File: src/rtl/crf_pkg.sv
package crf_pkg;
  localparam int NREGS = 8;
  localparam int IDX_A = 6;
  localparam int IDX_F = 7;
  localparam logic [2:0] BCODE_MEM = 3'd6;
  localparam logic [2:0] BCODE_ACC = 3'd7;
  localparam logic [1:0] PCODE_SP  = 2'd3;
  localparam int FBIT_ZERO  = 7;
  localparam int FBIT_CARRY = 4;
  localparam logic [7:0] FLAG_MASK = 8'hF0;

  typedef enum logic [1:0] {
    COND_NZ = 2'd0,
    COND_Z  = 2'd1,
    COND_NC = 2'd2,
    COND_C  = 2'd3
  } cond_e;
endpackage

File: src/rtl/crf_rst_sync.sv
module crf_rst_sync #(
  parameter int STAGES = 2
) (
  input  logic clk,
  input  logic rst_n,
  output logic rst_sync_n
);
  logic [STAGES-1:0] chain_q;

  always_ff @(posedge clk or negedge rst_n) begin
    if (!rst_n) chain_q <= '0;
    else        chain_q <= {chain_q[STAGES-2:0], 1'b1};
  end

  assign rst_sync_n = chain_q[STAGES-1];
endmodule

File: src/rtl/crf_byte_dec.sv
module crf_byte_dec
  import crf_pkg::*;
(
  input  logic             en,
  input  logic [2:0]       code,
  output logic [NREGS-1:0] sel,
  output logic             mem_hit
);
  logic [2:0] idx;

  always_comb begin
    idx     = (code == BCODE_ACC) ? 3'(IDX_A) : code;
    mem_hit = en && (code == BCODE_MEM);
    for (int i = 0; i < NREGS; i++) begin
      sel[i] = en && (code != BCODE_MEM) && (idx == 3'(i));
    end
  end
endmodule

File: src/rtl/crf_pair_dec.sv
module crf_pair_dec
  import crf_pkg::*;
(
  input  logic             en,
  input  logic [1:0]       code,
  output logic [NREGS-1:0] hi_sel,
  output logic [NREGS-1:0] lo_sel,
  output logic             sp_sel
);
  always_comb begin
    sp_sel = en && (code == PCODE_SP);
    for (int i = 0; i < NREGS; i++) begin
      hi_sel[i] = en && (code != PCODE_SP) && ({code, 1'b0} == 3'(i));
      lo_sel[i] = en && (code != PCODE_SP) && ({code, 1'b1} == 3'(i));
    end
  end
endmodule

File: src/rtl/crf_cond_eval.sv
module crf_cond_eval
  import crf_pkg::*;
(
  input  logic [7:0] flag_byte,
  input  logic [1:0] code,
  output logic       taken
);
  always_comb begin
    unique case (cond_e'(code))
      COND_NZ: taken = !flag_byte[FBIT_ZERO];
      COND_Z:  taken =  flag_byte[FBIT_ZERO];
      COND_NC: taken = !flag_byte[FBIT_CARRY];
      COND_C:  taken =  flag_byte[FBIT_CARRY];
      default: taken = 1'b0;
    endcase
  end
endmodule

File: src/rtl/cpu_regfile.sv
module cpu_regfile
  import crf_pkg::*;
#(
  parameter int          DW       = 8,
  parameter logic [15:0] SP_RESET = 16'hFFFE
) (
  input  logic          clk,
  input  logic          rst_n,
  input  logic          byte_rd_en,
  input  logic [2:0]    byte_rd_code,
  output logic [DW-1:0] byte_rd_data,
  input  logic          byte_wr_en,
  input  logic [2:0]    byte_wr_code,
  input  logic [DW-1:0] byte_wr_data,
  input  logic [1:0]    pair_rd_code,
  output logic [2*DW-1:0] pair_rd_data,
  input  logic          pair_wr_en,
  input  logic [1:0]    pair_wr_code,
  input  logic [2*DW-1:0] pair_wr_data,
  input  logic          flag_wr_en,
  input  logic [DW-1:0] flag_wr_data,
  output logic [DW-1:0] flags,
  input  logic [1:0]    cond_code,
  output logic          cond_true,
  output logic          mem_rd_req,
  output logic          mem_wr_req,
  output logic [2*DW-1:0] mem_addr,
  output logic [DW-1:0] mem_wr_data
);
  localparam int PW = 2 * DW;

  logic rst_sync_n;
  logic [DW-1:0] regs_q [NREGS];
  logic [DW-1:0] regs_d [NREGS];
  logic [NREGS-1:0] reg_we;
  logic [PW-1:0] sp_q, sp_d;
  logic sp_we;
  logic [NREGS-1:0] bw_sel, ph_sel, pl_sel;
  logic bw_mem, pw_sp;
  logic [NREGS-1:0] br_sel_unused;
  logic br_mem;
  logic [NREGS*DW-1:0] regs_flat;

  crf_rst_sync #(.STAGES(2)) u_rst (
    .clk(clk), .rst_n(rst_n), .rst_sync_n(rst_sync_n)
  );

  crf_byte_dec u_bw_dec (
    .en(byte_wr_en), .code(byte_wr_code), .sel(bw_sel), .mem_hit(bw_mem)
  );

  crf_byte_dec u_br_dec (
    .en(byte_rd_en), .code(byte_rd_code), .sel(br_sel_unused), .mem_hit(br_mem)
  );

  crf_pair_dec u_pw_dec (
    .en(pair_wr_en), .code(pair_wr_code),
    .hi_sel(ph_sel), .lo_sel(pl_sel), .sp_sel(pw_sp)
  );

  // Next-state and register processes, one per byte register
  for (genvar g = 0; g < NREGS; g++) begin : g_reg
    if (g == IDX_F) begin : g_flag
      always_comb begin
        regs_d[g] = regs_q[g];
        reg_we[g] = flag_wr_en;
        if (flag_wr_en) regs_d[g] = flag_wr_data & DW'(FLAG_MASK);
      end
    end else begin : g_gp
      always_comb begin
        regs_d[g] = regs_q[g];
        reg_we[g] = bw_sel[g] | ph_sel[g] | pl_sel[g];
        if (bw_sel[g]) regs_d[g] = byte_wr_data;
        // pair write overrides a byte write to the same register
        if (ph_sel[g]) regs_d[g] = pair_wr_data[PW-1:DW];
        if (pl_sel[g]) regs_d[g] = pair_wr_data[DW-1:0];
      end
    end

    always_ff @(posedge clk or negedge rst_sync_n) begin
      if (!rst_sync_n)    regs_q[g] <= '0;
      else if (reg_we[g]) regs_q[g] <= regs_d[g];
    end

    assign regs_flat[g*DW +: DW] = regs_q[g];
  end

  always_comb begin
    sp_we = pw_sp;
    sp_d  = pair_wr_data;
  end

  always_ff @(posedge clk or negedge rst_sync_n) begin
    if (!rst_sync_n) sp_q <= SP_RESET;
    else if (sp_we)  sp_q <= sp_d;
  end

  // Combinational read paths
  always_comb begin
    if (byte_rd_code == BCODE_MEM)      byte_rd_data = '0;
    else if (byte_rd_code == BCODE_ACC) byte_rd_data = regs_q[IDX_A];
    else                                byte_rd_data = regs_q[byte_rd_code];
  end

  always_comb begin
    if (pair_rd_code == PCODE_SP) pair_rd_data = sp_q;
    else pair_rd_data = {regs_q[{pair_rd_code, 1'b0}], regs_q[{pair_rd_code, 1'b1}]};
  end

  assign flags       = regs_q[IDX_F];
  assign mem_rd_req  = br_mem;
  assign mem_wr_req  = bw_mem;
  assign mem_addr    = {regs_q[4], regs_q[5]};
  assign mem_wr_data = byte_wr_data;

  crf_cond_eval u_cond (
    .flag_byte(regs_q[IDX_F][7:0]), .code(cond_code), .taken(cond_true)
  );
endmodule

File: config.mk
export PLATFORM = sky130hd
export DESIGN_NAME = cpu_regfile
export DESIGN_NICKNAME = d
export VERILOG_FILES = /design/src/rtl/crf_pkg.sv /design/src/rtl/crf_rst_sync.sv /design/src/rtl/crf_byte_dec.sv /design/src/rtl/crf_pair_dec.sv /design/src/rtl/crf_cond_eval.sv /design/src/rtl/cpu_regfile.sv
export SDC_FILE = /design/constraint.sdc
export NUM_CORES = 1
export LEC_CHECK = 0
export ABC_AREA = 1
export BUFFER_PORTS_ARGS = -buffer_cell sky130_fd_sc_hd__buf_2
export CORE_UTILIZATION = 50
export CTS_CLUSTER_DIAMETER = 100
export DETAILED_ROUTE_END_ITERATION = 10
export PLACE_DENSITY_LB_ADDON = 0.05
export SLEW_MARGIN = 25
export SYNTH_ARGS = -nofsm -noshare
export SYNTH_HDL_FRONTEND = slang
export SYNTH_SLANG_ARGS = --single-unit
File: constraint.sdc
create_clock -name clk -period 2.5 [get_ports clk]
set_input_delay 0.5 -clock clk [delete_from_list [all_inputs] [get_ports clk]]
set_output_delay 0.5 -clock clk [all_outputs]
set_load 0.02 [all_outputs]
Word level (Yosys, flattened, before mapping)
Index checks and enable logic that the tools add are counted.
Cells by class
  $lt $le $gt $ge: 3
  multiplexer cells: 28
  reductions and logical operators: 35
  equal/unequal tests: 19
  bitwise logic cells: 10
Operators by type and width (number)
  8-bit 2-to-1 mux: 22
  8-bit binary-select mux with 3-bit select: 3
  3-bit equality test (second input constant): 7
  1-bit logical AND: 16
  16-bit 2-to-1 mux: 1
  2-bit AND reduction: 7
  2-bit nonzero test: 7
  4-bit >= comparator (second input constant): 3
  3-bit NOT with 4-bit output: 3
  2-bit equality test (second input constant): 5
  1-bit bitwise OR: 7
  3-bit by 2-bit equality test with 1-bit output (second input constant): 2
  2-bit by 1-bit equality test with 1-bit output (second input constant): 2
  2-bit logical NOT: 2
  1-bit case mux with 4 select lines: 1
  3-bit by 1-bit equality test with 1-bit output (second input constant): 1
  3-bit logical NOT: 1
  3-bit 2-to-1 mux: 1
  3-bit != test (second input constant): 1
  1-bit logical NOT: 2
  2-bit != test (second input constant): 1
Storage, ports and cells
  input port bits: 50
  flip-flop bits (word level): 78
  logic and storage cells: 105
  output and inout port bits: 59

Logic depth before layout (Yosys ltp)
  depth in word-level cells: 6
  mapped depth: 9
  depth with buffers taken out: 7

By module
Synthesis repeated with hierarchy kept, for this count alone.
Unflattened totals
  cell total of the unflattened synthesis: 829
  area, all modules: 5676.7 µm²
By module, submodules not included
  cpu_regfile: area each 5251.3 µm², cells each 750, times used 1, seq. area each 1920.6 µm²
  crf_byte_dec: area each 96.3 µm², cells each 21, times used 2, seq. area each 0.0 µm²
  crf_pair_dec: area each 131.4 µm², cells each 22, times used 1, seq. area each 0.0 µm²
  crf_rst_sync: area each 53.8 µm², cells each 3, times used 1, seq. area each 50.0 µm²
  crf_cond_eval: area each 47.5 µm², cells each 12, times used 1, seq. area each 0.0 µm²

Least setup slack after synthesis
Ideal clock, no wire load.
  path kind: input -> output
  from: input byte_rd_code[1]
  to: output byte_rd_data[4]
  cell stages on the path: 7
  setup slack: 441 ps
  data required time: 2000 ps
  arrival: 1559 ps
  buffers on the path: 1
  path through: buf_2 -> clkinv_1 -> nor2_1 -> nand3_1 -> nand2_1 -> inv_1 -> a21oi_1
On the way
  word-level cells in the longest chain between the ends: 6
  elaborated cells between the ends (all ways): 8
  classes of those cells: eq/ne (2); mux (5); bitwise (1)
Ends and longest elaborated chain
  start: declaration: line cpu_regfile.sv:10  | input logic [2:0] byte_rd_code,
  3-bit NOT with 4-bit output (not written as such): line cpu_regfile.sv:102  | else byte_rd_data = regs_q[byte_rd_code];
  8-bit binary-select mux with 3-bit select: line cpu_regfile.sv:102
  8-bit 2-to-1 mux (not written as such) (2 in a row): line cpu_regfile.sv:102
  8-bit 2-to-1 mux: line cpu_regfile.sv:101  | else if (byte_rd_code == BCODE_ACC) byte_rd_data = regs_q[IDX_A];
  8-bit 2-to-1 mux *: line cpu_regfile.sv:100  | if (byte_rd_code == BCODE_MEM) byte_rd_data = '0;
  end: declaration: line cpu_regfile.sv:11  | output logic [DW-1:0] byte_rd_data,
Mark *: on every way between the ends. The rest lies on a longest branch, timed or not. The select of a mux whose other input is x is not followed.

Worst setup path in the final report
  from: input pair_rd_code[0]
  to: output pair_rd_data[3]
On the way
  word-level cells in the longest chain between the ends: 5
  elaborated cells between the ends (all ways): 6
  classes of those cells: eq/ne (1); mux (4); bitwise (1)
Ends and longest elaborated chain
  start: declaration: line cpu_regfile.sv:15  | input logic [1:0] pair_rd_code,
  3-bit NOT with 4-bit output (not written as such): line cpu_regfile.sv:107  | else pair_rd_data = {regs_q[{pair_rd_code, 1'b0}], regs_q[{pair_rd_code, 1'b1}]};
  8-bit binary-select mux with 3-bit select: line cpu_regfile.sv:107
  8-bit 2-to-1 mux (not written as such) (2 in a row): line cpu_regfile.sv:107
  16-bit 2-to-1 mux *: line cpu_regfile.sv:106  | if (pair_rd_code == PCODE_SP) pair_rd_data = sp_q;
  end: declaration: line cpu_regfile.sv:16  | output logic [2*DW-1:0] pair_rd_data,
Marked as above.

==> results.py <==
metrics = {
    "logic_synthesis": {
        "synth_top_family_by_area": "simple AND/OR/NAND/NOR gates",
        "yosysMostFrequentCell": "nand2_1",
        "synthAdderAreaFrac": 0,
        "ys_seq_elements": 78,
        "async_flop_share": 1.00,
        "syn-cell-area_sq_um": 4720,
        "synth_simple_gate_area_share": 0.251,
        "yosysTopAreaCellShare": 0.334,
        "synthMuxAreaShare": 0.00715,
        "yosysSeqAreaShare": 0.417,
        "synth_flop_cell": "dfrtp_1",
        "synthCells": 663,
        "synth-warning-count": 0,
        "synth_area_leaders": "dfrtp_1, nand2_1, o21ai_0",
        "ys_types": 28,
        "synth_compound_area_frac": 0.175,
        "synth_area_leader_cell": "dfrtp_1",
        "synth_common_cells": "nand2_1, inv_1, o21ai_0",
        "synth-edff-count": 0,
        "synth_xor_area_frac": 0.00185,
        "syn_avg_cell_area_sq_um": 7.13,
    },
    "timing": {
        "setup_tns_ps": 0,
        "drv_slew": 0,
        "timing.final.crit_period_ps": 2300,
        "rsz0062_at_grt": "false",
        "setup_viol": 0,
        "skew_ps": 8.48,
        "period_share": 0.920,
        "slew_headroom": 0.566,
        "hold_viol_final": 0,
        "fmax_mhz": 435,
        "worstMarginPinSlew_ps": 651,
    },
    "final_layout": {
        "final_nets": 782,
        "synthToLayoutAreaGrowth_pct": 12.3,
        "final_area_sq_um": 5310,
        "fill_cells": 945,
        "drive_gt1_frac": 0.213,
    },
    "drt": {
        "drc": 0,
        "num_vias": 4745,
        "avgRoutedWirePerCell_um": 18.0,
        "detail_route.first_pass.iterations": 5,
        "drtIter0Drc": 492,
        "viasPerCell": 5.59,
        "antenna_left": 0,
        "drt_wl_total_mm": 15.3,
    },
    "setup_path": {
        "worstPathMaxFanout": 17,
        "crit_arrival_ps": 1800,
        "crit_type": "input pin to output port",
        "slowest_stage": "nand2_1",
        "critPathRequiredTime_ps": 2000,
        "setup.worst_path.start_class": "input pin",
        "cp-end-kind": "output port",
        "cp_cell_sequence": "buf_2 -> nand2_1 -> inv_1 -> nand2_1 -> o211ai_1 -> buf_2",
        "cpPeakStageDelay_ps": 400,
    },
    "floorplanning": {
        "pin_count": 109,
        "die_area_sq_um": 9840,
        "initial_core_util": 0.514,
        "die_y_um": 99.2,
        "core_area_sq_um": 9200,
        "num_rows": 35,
        "die_w_um": 99.2,
    },
    "clocking": {
        "clock-sinks": 78,
        "clock_path_buffers": 2,
        "clock_latency_ps": 370,
        "path_clk_slew_ps": 80,
        "cts_hold_buf": 1,
        "post-cts-setup-buffer-count": 0,
        "clock-root-buffer": "clkbuf_8",
        "ctsResizeCount": 0,
        "cts_buffers": 9,
        "htree_levels": 3,
        "cts_tree": "yes",
    },
    "placed_design": {
        "place_area_sq_um": 5120,
        "gp_congestion": 0.937,
        "numPortBuffers": 100,
        "hpwl_mm": 11.4,
    },
    "global_routing": {
        "grt_pass1_wl_mm": 23.7,
        "antenna_found_initial": 0,
        "grt_pass1_vias": 4479,
        "grt_overflow": 0,
        "grt_start_max_net_pins": 45,
        "grtUsageTotal": 0.326,
    },
    "power": {
        "p_leak_nw": 2.74,
        "power.density_nw_per_um2": 682,
        "total_power_mw": 3.62,
        "ir_worst_vdd_uv": 326,
    },
    "min_path": {
        "hp-class": "register to async pin",
    },
    "outcome": {
        "outcome": "completed",
    },
    "job": {
        "drv_cap": 0,
    },
}
-- per-layer routing --
metal | global-route usage | wire length (um) | up-vias
li1 | - | - | 2236
met1 | 0.425 | 6190 | 2205
met2 | 0.513 | 7020 | 245
met3 | 0.0548 | 1290 | 59
met4 | 0.189 | 765 | 0
met5 | 0 | 0 | -
-- logic make-up (layout without fill, tap and decap cells) --
family          after synthesis  count (layout)
xor+xnor                      1               1
compound gates              149             149
mux                           3               3
other cells                   2               6
buf+inv                     146             217
simple gates                284             284
flops                        78              78
-- worst max-delay path: cells and delay by family --
kind / cells / cell delay, ps
compound gates: 1 / 110
simple gates: 2 / 480
buf+inv: 3 / 700
-- layout by cell type (no fill, tap or decap), types with 2 or more instances in the layout --
cell / synthesis / layout
dfstp_2: 15 / 15
nand3_1: 46 / 46
o21ai_2: 2 / 2
conb_1: 2 / 5
dfrtp_1: 63 / 62
buf_4: 33 / 10
clkinv_1: 2 / 2
o21ai_1: 3 / 3
nand2_1: 174 / 174
buf_2: 8 / 100
a31oi_1: 3 / 3
inv_1: 85 / 85
mux2_2: 3 / 3
nor3_4: 3 / 3
a21oi_1: 23 / 23
o21ai_0: 83 / 83
nand4_1: 2 / 2
inv_2: 2 / 2
nand3_2: 2 / 2
o22ai_1: 13 / 13
clkbuf_8: 0 / 10
o211ai_1: 22 / 22
nor2_1: 54 / 54
clkinvlp_4: 0 / 4
-- final cells by class --
type | instances | area [sq um] | share of cell area
Timing Repair Buffer | 112 | 606 | 0.114
Multi-Input combinational cell | 442 | 2080 | 0.391
Inverter | 89 | 334 | 0.0629
Clock buffer | 11 | 141 | 0.0266
Sequential cell | 78 | 1970 | 0.372
Antenna cell | 1 | 2.50 | 0.000471
Tap cell | 111 | 139 | 0.0262
Clock inverter | 5 | 35.0 | 0.00660
-- through the flow --
step	utilization	std cells	hold slack, ps	setup WS [ps]
final	0.577	849	277	201
after global placement	0.557	831	285	266
after floorplan	-	666	204	193
after detailed placement	0.557	831	291	233
after global routing	0.577	848	321	102
after CTS	0.577	848	291	230
-- flip-flops by register name, summed over array words and instances (netlist names) --
name / cells
u_rst.chain_q: 2
mem_addr: 16
sp_q: 16
regs_flat: 40
flags: 4
-- report_power, final --
part / internal, mW / total (mW) / switching, mW
combinational: 0.341 / 1.02 / 0.679
clock: 0.386 / 0.893 / 0.507
sequential: 1.51 / 1.71 / 0.199
-- path summary, 6_finish.rpt --
check | startpoint | end | slack (ps) | cells after the start
max | pair_rd_code[0] | pair_rd_data[3] | 200 | 6
max in group asynchronous | u_rst.chain_q[1] | sp_q[5] | 1570 | 1
min | u_rst.chain_q[1] | regs_flat[12] | 280 | 0
max reg2reg | u_rst.chain_q[1] | sp_q[5] | 1570 | 1
min in group clk | flag_wr_data[7] | flags[7] | 330 | 3
min reg2reg | u_rst.chain_q[1] | regs_flat[12] | 280 | 0
Power figures use the tool's default switching activity.
